$ cat src/rtl/blkxfer_pkg.sv
`timescale 1ns/1ps
package blkxfer_pkg;

    typedef enum logic [1:0] {
        XK_LOADM  = 2'd0,
        XK_STOREM = 2'd1,
        XK_PUSH   = 2'd2,
        XK_POP    = 2'd3
    } xfer_kind_e;

    typedef enum logic [1:0] {
        SQ_IDLE = 2'd0,
        SQ_RUN  = 2'd1,
        SQ_FIN  = 2'd2
    } seq_state_e;

    localparam int          IDX_W    = 4;
    localparam logic [3:0]  LINK_IDX = 4'd14;
    localparam logic [3:0]  PROG_IDX = 4'd15;

    typedef struct packed {
        xfer_kind_e kind;
        logic       extra;
        logic       want_wb;
        logic       pc_hit;
    } xfer_ctx_t;

    function automatic logic kind_is_load(input xfer_kind_e k);
        return (k == XK_LOADM) || (k == XK_POP);
    endfunction

    function automatic logic kind_is_stack(input xfer_kind_e k);
        return (k == XK_PUSH) || (k == XK_POP);
    endfunction

endpackage

$ cat src/rtl/blkxfer_pick.sv
`timescale 1ns/1ps
module blkxfer_pick
    import blkxfer_pkg::*;
#(
    parameter int NLIST = 8
) (
    input  logic [NLIST-1:0] mask,
    output logic             any,
    output logic [IDX_W-1:0] idx,
    output logic [NLIST-1:0] mask_nxt
);
    logic [NLIST:0] seen;

    assign seen[0] = 1'b0;

    generate
        for (genvar g = 0; g < NLIST; g++) begin : g_scan
            assign seen[g+1] = seen[g] | mask[g];
        end
    endgenerate

    always_comb begin
        idx = '0;
        for (int i = NLIST - 1; i >= 0; i--) begin
            if (mask[i] && !seen[i]) begin
                idx = IDX_W'(i);
            end
        end
    end

    assign any      = seen[NLIST];
    assign mask_nxt = mask & (mask - NLIST'(1));

endmodule

$ cat src/rtl/blkxfer_plan.sv
`timescale 1ns/1ps
module blkxfer_plan
    import blkxfer_pkg::*;
#(
    parameter int AW    = 32,
    parameter int NLIST = 8
) (
    input  xfer_kind_e       kind,
    input  logic [AW-1:0]    base,
    input  logic [NLIST-1:0] list,
    input  logic             extra_req,
    output logic             extra_eff,
    output logic             empty,
    output logic [AW-1:0]    first_addr,
    output logic [AW-1:0]    final_base
);
    localparam int CW = $clog2(NLIST + 2);

    logic [CW-1:0] psum [NLIST+1];
    logic [CW-1:0] count;
    logic [AW-1:0] span;

    assign psum[0] = '0;

    generate
        for (genvar g = 0; g < NLIST; g++) begin : g_cnt
            assign psum[g+1] = psum[g] + CW'(list[g]);
        end
    endgenerate

    assign extra_eff = extra_req && kind_is_stack(kind);
    assign count     = psum[NLIST] + CW'(extra_eff);
    assign empty     = (count == '0);
    assign span      = {{(AW-CW-2){1'b0}}, count, 2'b00};

    always_comb begin
        if (kind == XK_PUSH) begin
            first_addr = base - span;
            final_base = base - span;
        end else begin
            first_addr = base;
            final_base = base + span;
        end
    end

endmodule

$ cat src/rtl/blkxfer_ctrl.sv
`timescale 1ns/1ps
module blkxfer_ctrl
    import blkxfer_pkg::*;
#(
    parameter int AW    = 32,
    parameter int NLIST = 8
) (
    input  logic             clk,
    input  logic             rst,
    input  logic             start,
    input  xfer_kind_e       kind_in,
    input  logic [NLIST-1:0] list_in,
    input  logic             extra_in,
    input  logic             wb_in,
    input  logic [AW-1:0]    first_addr,
    input  logic [AW-1:0]    final_base,
    input  logic             empty,
    output logic [NLIST-1:0] mask_cur,
    input  logic             pick_any,
    input  logic [IDX_W-1:0] pick_idx,
    input  logic [NLIST-1:0] pick_nxt,
    input  logic             mem_ready,
    input  logic [AW-1:0]    mem_rdata,
    output logic             busy,
    output logic             mem_req,
    output logic             mem_we,
    output logic [AW-1:0]    mem_addr,
    output logic [IDX_W-1:0] reg_idx,
    output logic             ld_we,
    output logic [IDX_W-1:0] ld_idx,
    output logic [AW-1:0]    ld_data,
    output logic             done,
    output logic             err,
    output logic             wb_valid,
    output logic [AW-1:0]    wb_value,
    output logic             pc_load,
    output logic [AW-1:0]    pc_value
);
    seq_state_e       st;
    xfer_ctx_t        ctx;
    logic [NLIST-1:0] mask_q;
    logic [AW-1:0]    addr_q;
    logic [AW-1:0]    wb_q;
    logic [AW-1:0]    pc_q;
    logic             err_q;

    logic on_extra;
    logic last_beat;
    logic beat;

    always_comb begin
        on_extra  = !pick_any;
        last_beat = on_extra || ((pick_nxt == '0) && !ctx.extra);
        beat      = (st == SQ_RUN) && mem_ready;
        if (on_extra) begin
            reg_idx = (ctx.kind == XK_POP) ? PROG_IDX : LINK_IDX;
        end else begin
            reg_idx = pick_idx;
        end
    end

    always_ff @(posedge clk) begin
        if (rst) begin
            st     <= SQ_IDLE;
            ctx    <= '0;
            mask_q <= '0;
            addr_q <= '0;
            wb_q   <= '0;
            pc_q   <= '0;
            err_q  <= 1'b0;
        end else begin
            err_q <= 1'b0;
            case (st)
                SQ_IDLE: begin
                    if (start) begin
                        ctx.kind    <= kind_in;
                        ctx.extra   <= extra_in;
                        ctx.want_wb <= kind_is_stack(kind_in) || wb_in;
                        ctx.pc_hit  <= (kind_in == XK_POP) && extra_in;
                        mask_q      <= list_in;
                        addr_q      <= first_addr;
                        wb_q        <= final_base;
                        if (empty) begin
                            err_q <= 1'b1;
                        end else begin
                            st <= SQ_RUN;
                        end
                    end
                end
                SQ_RUN: begin
                    if (beat) begin
                        addr_q <= addr_q + AW'(4);
                        if (on_extra) begin
                            ctx.extra <= 1'b0;
                            if (ctx.kind == XK_POP) begin
                                pc_q <= {mem_rdata[AW-1:1], 1'b0};
                            end
                        end else begin
                            mask_q <= pick_nxt;
                        end
                        if (last_beat) begin
                            st <= SQ_FIN;
                        end
                    end
                end
                SQ_FIN: begin
                    st <= SQ_IDLE;
                end
                default: st <= SQ_IDLE;
            endcase
        end
    end

    assign mask_cur = mask_q;
    assign busy     = (st != SQ_IDLE);
    assign mem_req  = (st == SQ_RUN);
    assign mem_we   = mem_req && !kind_is_load(ctx.kind);
    assign mem_addr = addr_q;
    assign ld_we    = beat && kind_is_load(ctx.kind) && !on_extra;
    assign ld_idx   = reg_idx;
    assign ld_data  = mem_rdata;
    assign done     = (st == SQ_FIN);
    assign err      = err_q;
    assign wb_valid = done && ctx.want_wb;
    assign wb_value = wb_q;
    assign pc_load  = done && ctx.pc_hit;
    assign pc_value = pc_q;

endmodule

$ cat src/rtl/blkxfer_seq.sv
`timescale 1ns/1ps
module blkxfer_seq
    import blkxfer_pkg::*;
#(
    parameter int AW    = 32,
    parameter int NLIST = 8
) (
    input  logic             clk,
    input  logic             rst,
    input  logic             start,
    input  logic [1:0]       cmd_kind,
    input  logic [AW-1:0]    base_in,
    input  logic [NLIST-1:0] reg_list,
    input  logic             extra_en,
    input  logic             wb_en,
    output logic             busy,
    output logic             mem_req,
    output logic             mem_we,
    output logic [AW-1:0]    mem_addr,
    output logic [AW-1:0]    mem_wdata,
    input  logic [AW-1:0]    mem_rdata,
    input  logic             mem_ready,
    output logic [3:0]       reg_idx,
    input  logic [AW-1:0]    st_data,
    output logic             ld_we,
    output logic [3:0]       ld_idx,
    output logic [AW-1:0]    ld_data,
    output logic             done,
    output logic             err,
    output logic             wb_valid,
    output logic [AW-1:0]    wb_value,
    output logic             pc_load,
    output logic [AW-1:0]    pc_value
);
    xfer_kind_e       kind_w;
    logic             extra_eff;
    logic             empty;
    logic [AW-1:0]    first_addr;
    logic [AW-1:0]    final_base;
    logic [NLIST-1:0] mask_cur;
    logic             pick_any;
    logic [IDX_W-1:0] pick_idx;
    logic [NLIST-1:0] pick_nxt;

    assign kind_w    = xfer_kind_e'(cmd_kind);
    assign mem_wdata = st_data;

    blkxfer_plan #(.AW(AW), .NLIST(NLIST)) u_plan (
        .kind       (kind_w),
        .base       (base_in),
        .list       (reg_list),
        .extra_req  (extra_en),
        .extra_eff  (extra_eff),
        .empty      (empty),
        .first_addr (first_addr),
        .final_base (final_base)
    );

    blkxfer_pick #(.NLIST(NLIST)) u_pick (
        .mask     (mask_cur),
        .any      (pick_any),
        .idx      (pick_idx),
        .mask_nxt (pick_nxt)
    );

    blkxfer_ctrl #(.AW(AW), .NLIST(NLIST)) u_ctrl (
        .clk        (clk),
        .rst        (rst),
        .start      (start),
        .kind_in    (kind_w),
        .list_in    (reg_list),
        .extra_in   (extra_eff),
        .wb_in      (wb_en),
        .first_addr (first_addr),
        .final_base (final_base),
        .empty      (empty),
        .mask_cur   (mask_cur),
        .pick_any   (pick_any),
        .pick_idx   (pick_idx),
        .pick_nxt   (pick_nxt),
        .mem_ready  (mem_ready),
        .mem_rdata  (mem_rdata),
        .busy       (busy),
        .mem_req    (mem_req),
        .mem_we     (mem_we),
        .mem_addr   (mem_addr),
        .reg_idx    (reg_idx),
        .ld_we      (ld_we),
        .ld_idx     (ld_idx),
        .ld_data    (ld_data),
        .done       (done),
        .err        (err),
        .wb_valid   (wb_valid),
        .wb_value   (wb_value),
        .pc_load    (pc_load),
        .pc_value   (pc_value)
    );

endmodule

$ cat config.mk
export PLATFORM = sky130hd
export DESIGN_NAME = blkxfer_seq
export DESIGN_NICKNAME = d
export VERILOG_FILES = /design/src/rtl/blkxfer_pkg.sv /design/src/rtl/blkxfer_pick.sv /design/src/rtl/blkxfer_plan.sv /design/src/rtl/blkxfer_ctrl.sv /design/src/rtl/blkxfer_seq.sv
export SDC_FILE = /design/constraint.sdc
export NUM_CORES = 1
export LEC_CHECK = 0
export ABC_AREA = 1
export CELL_PAD_IN_SITES_DETAIL_PLACEMENT = 1
export CELL_PAD_IN_SITES_GLOBAL_PLACEMENT = 1
export CORE_UTILIZATION = 34
export DETAILED_ROUTE_END_ITERATION = 6
export MAX_ROUTING_LAYER = met4
export PLACE_DENSITY_LB_ADDON = 0.2
export SLEW_MARGIN = 20
export SYNTH_ARGS = -nofsm -noshare
export SYNTH_HDL_FRONTEND = slang
export SYNTH_SLANG_ARGS = --single-unit
$ cat constraint.sdc
create_clock -name clk -period 7.5 [get_ports clk]
set_clock_uncertainty 0.15 [all_clocks]
set_input_delay 1.5 -clock clk [delete_from_list [all_inputs] [get_ports clk]]
set_output_delay 1.5 -clock clk [all_outputs]
set_load 0.005 [all_outputs]
==> out/results.txt <==
run status: finished clean
total via count in the routed design: 8,976
power per cell area: 251.2 mW/mm^2
Critical Path Fanout Max: 7
number of detailed-routing iterations run before antenna repair: 6
die height: 160.1 microns
Core Box Area: 0.02439 sq mm
CTS H-Tree Depth: 3
maximum number of pins on one net before global-route repair: 82
via count of the first global-routing pass: 8,871
wire per inst: 17.69 microns
Final Instance Area: 0.01066 sq mm
cell area after synthesis: 0.008502 sq mm
number of maximum-capacitance constraint violations: 0
DRT antenna net count: 0
pre-CTS setup slack: 1.065 ns
hold slack final: 0.2956 ns
die area: 0.02564 sq mm
post-detailed-placement half-perimeter wirelength: 24,220 microns
slack of the critical path: 1.424 ns
arrival time of data at the critical path endpoint: 6.24 ns
post-layout min period: 6.076 ns
Die X-Extent: 160.1 microns
final-report setup violation count: 0
share of synthesized flip-flops with an asynchronous set or reset: 0%
TritonCTS Sinks: 111
initial antenna violation count: 0
count of flip-flops with a built-in enable after synthesis: 0
instance area at placement: 0.01034 sq mm
vias per cell: 5.063
top area cells in the synthesized netlist: sky130_fd_sc_hd__dfxtp_1 26%, sky130_fd_sc_hd__nand2_1 11%, sky130_fd_sc_hd__inv_1 7.9%
clock input transition at the sequential cells of the worst setup and hold paths: 0.08 ns
Inserted Diodes: 0
CTS tree: yes
endpoints failing hold: 0
starting density of the core: 34.86%
global-route wire length before repair: 49,890 microns
GPL Wtd Cong: 0.8830
worst-skew pair later-pin latency: 0.38 ns
Post-synth top flop: sky130_fd_sc_hd__dfxtp_1
power after layout: 2.676 mW
post-route clock period utilization: 81.02%
Worst setup SP type: primary input
fraction of final layout cells sized beyond drive strength 1: 6.832%
share of synthesized area occupied by flip-flops and latches: 26.14%
Layout area overhead: 25.33%
total congestion overflow: 0
worst ir drop on vdd: 0.1125 mV
worst slew margin relative to its limit: 42.06%
HP Class: flip-flop to flip-flop
max-slew violation total from the final report: 0
sum of negative setup slack: 0 ns
Buffers on Ports: 220
number of buffers created by CTS: 9
unrepaired setup endpoints after global routing: false
Critical Path End Type: flip-flop
Synth Register Bits: 111
num rows: 57
Crit path required time: 7.66 ns
number of gates given a new drive strength after cts: 0
number of buffers added for setup after CTS: 0
cell at the root of the clock tree: sky130_fd_sc_hd__clkbuf_16
synthesized instance count: 1,328
largest area contributor in the netlist: sky130_fd_sc_hd__dfxtp_1
area share of the leading cell type in the synthesized netlist: 26.14%
drc violations: 0
syn_area_per_cell: 6.402 sq um
final std cells w/o fill: 1,773
number of buffers added to fix hold violations after cts: 0
count of cell types in the netlist: 48
DRT iter0 DRCs: 426
FMAX: 164.6 MHz
# IOs: 288
Lkg Pwr: 4.455 nW
nets: 1,580
kind of critical path: primary input to flip-flop
Post-Route Utilization: 43.69%
overall routed net length: 31,370 microns
buffers from clock root to sink, at most: 2
net count after synthesis: 1,464
most numerous cell types in the synthesized netlist: 259 x sky130_fd_sc_hd__nand2_1, 178 x sky130_fd_sc_hd__inv_1, 133 x sky130_fd_sc_hd__nor2_1, 111 x sky130_fd_sc_hd__dfxtp_1
number of warnings issued by yosys: 0
number of instances in the placed design: 1,757
overall track demand over capacity in global routing: 25.56%
most common cell in the netlist: sky130_fd_sc_hd__nand2_1
Tightest Pin Transition: 0.8678 ns
## state kept, by name, summed over array words and instances (netlist names)
signal	flops
u_ctrl.err	1
u_ctrl.mem_addr	32
u_ctrl.st	2
u_ctrl.wb_value	32
u_ctrl.pc_value	31
u_ctrl.mask_cur	8
u_ctrl.ctx	5
## cells by family after synthesis
| family | share of synthesized area [%] |
|---|---|
| fa+ha+maj | 4.150 |
| flops | 26.14 |
| compound gates | 17.32 |
| other cells | 0.04411 |
| buf+inv | 18.03 |
| simple gates | 31.95 |
| xor+xnor | 2.369 |
## routing by layer
layer	track usage, %	up-vias	routed length, microns	part of all wire (%)
met3	3.403	41	1392	4.4
met2	43.93	247	15280	49
met1	30.60	4245	13830	44
met5	-	-	0	0
met4	8.571	0	860	2.7
li1	-	4443	-	-
## cell usage in the layout (no fill, tap or decap), types with 12 or more instances in the layout
master,n
sky130_fd_sc_hd__nand2_1,259
sky130_fd_sc_hd__clkdlybuf4s50_1,220
sky130_fd_sc_hd__inv_1,178
sky130_fd_sc_hd__nor2_1,133
sky130_fd_sc_hd__dfxtp_1,111
sky130_fd_sc_hd__o21ai_0,87
sky130_fd_sc_hd__a21oi_1,87
sky130_fd_sc_hd__nand3_1,83
sky130_fd_sc_hd__o21ai_1,47
sky130_fd_sc_hd__nand4_1,23
sky130_fd_sc_hd__nor3_1,21
sky130_fd_sc_hd__xor2_1,17
sky130_fd_sc_hd__ha_1,17
sky130_fd_sc_hd__nand2_2,15
sky130_fd_sc_hd__o211ai_1,15
sky130_fd_sc_hd__inv_2,12
## worst max-delay path: stages
cell and delay, ns:
sky130_fd_sc_hd__clkdlybuf4s50_1 0.49, sky130_fd_sc_hd__inv_1 0.07, sky130_fd_sc_hd__fa_1 0.59, sky130_fd_sc_hd__fa_1 0.46
sky130_fd_sc_hd__fa_1 0.52, sky130_fd_sc_hd__inv_1 0.05, sky130_fd_sc_hd__ha_1 0.20, sky130_fd_sc_hd__fa_1 0.38
sky130_fd_sc_hd__xnor2_1 0.30, sky130_fd_sc_hd__ha_1 0.36, sky130_fd_sc_hd__o21ai_0 0.46, sky130_fd_sc_hd__o21ai_1 0.26
sky130_fd_sc_hd__a21oi_1 0.20, sky130_fd_sc_hd__o21ai_0 0.13, sky130_fd_sc_hd__nand3_1 0.10, sky130_fd_sc_hd__o211ai_1 0.09
sky130_fd_sc_hd__inv_1 0.09
## final timing paths
path	slack (ns)	end	from	depth (start not counted)
worst max-delay path	1.42	u_ctrl.wb_value[7]	reg_list[2]	17
worst min-delay path	0.30	u_ctrl.pc_value[8]	u_ctrl.pc_value[8]	2
worst max register to register	4.42	u_ctrl.mask_cur[1]	u_ctrl.st[0]	11
worst min register to register	0.30	u_ctrl.pc_value[8]	u_ctrl.pc_value[8]	2
## area by class of cell
| cell class | instances | area, sq um |
|---|---|---|
| Clock inverter | 7 | 88.84 |
| Timing Repair Buffer | 225 | 2240 |
| Sequential cell | 111 | 2222 |
| Tap cell | 324 | 405.4 |
| Inverter | 192 | 721.9 |
| Clock buffer | 9 | 225.2 |
| Fill cell | 3201 | 13740 |
| Multi-Input combinational cell | 905 | 4752 |
## where the power goes
part / switching (mW) / leakage, nW / internal, mW / total, mW
Clock: 0.292 / 0.153 / 0.245 / 0.537
Combinational: 0.725 / 3.39 / 0.550 / 1.27
Sequential: 0.153 / 0.912 / 0.712 / 0.865
No activity file was read; power rests on OpenSTA's default activity.
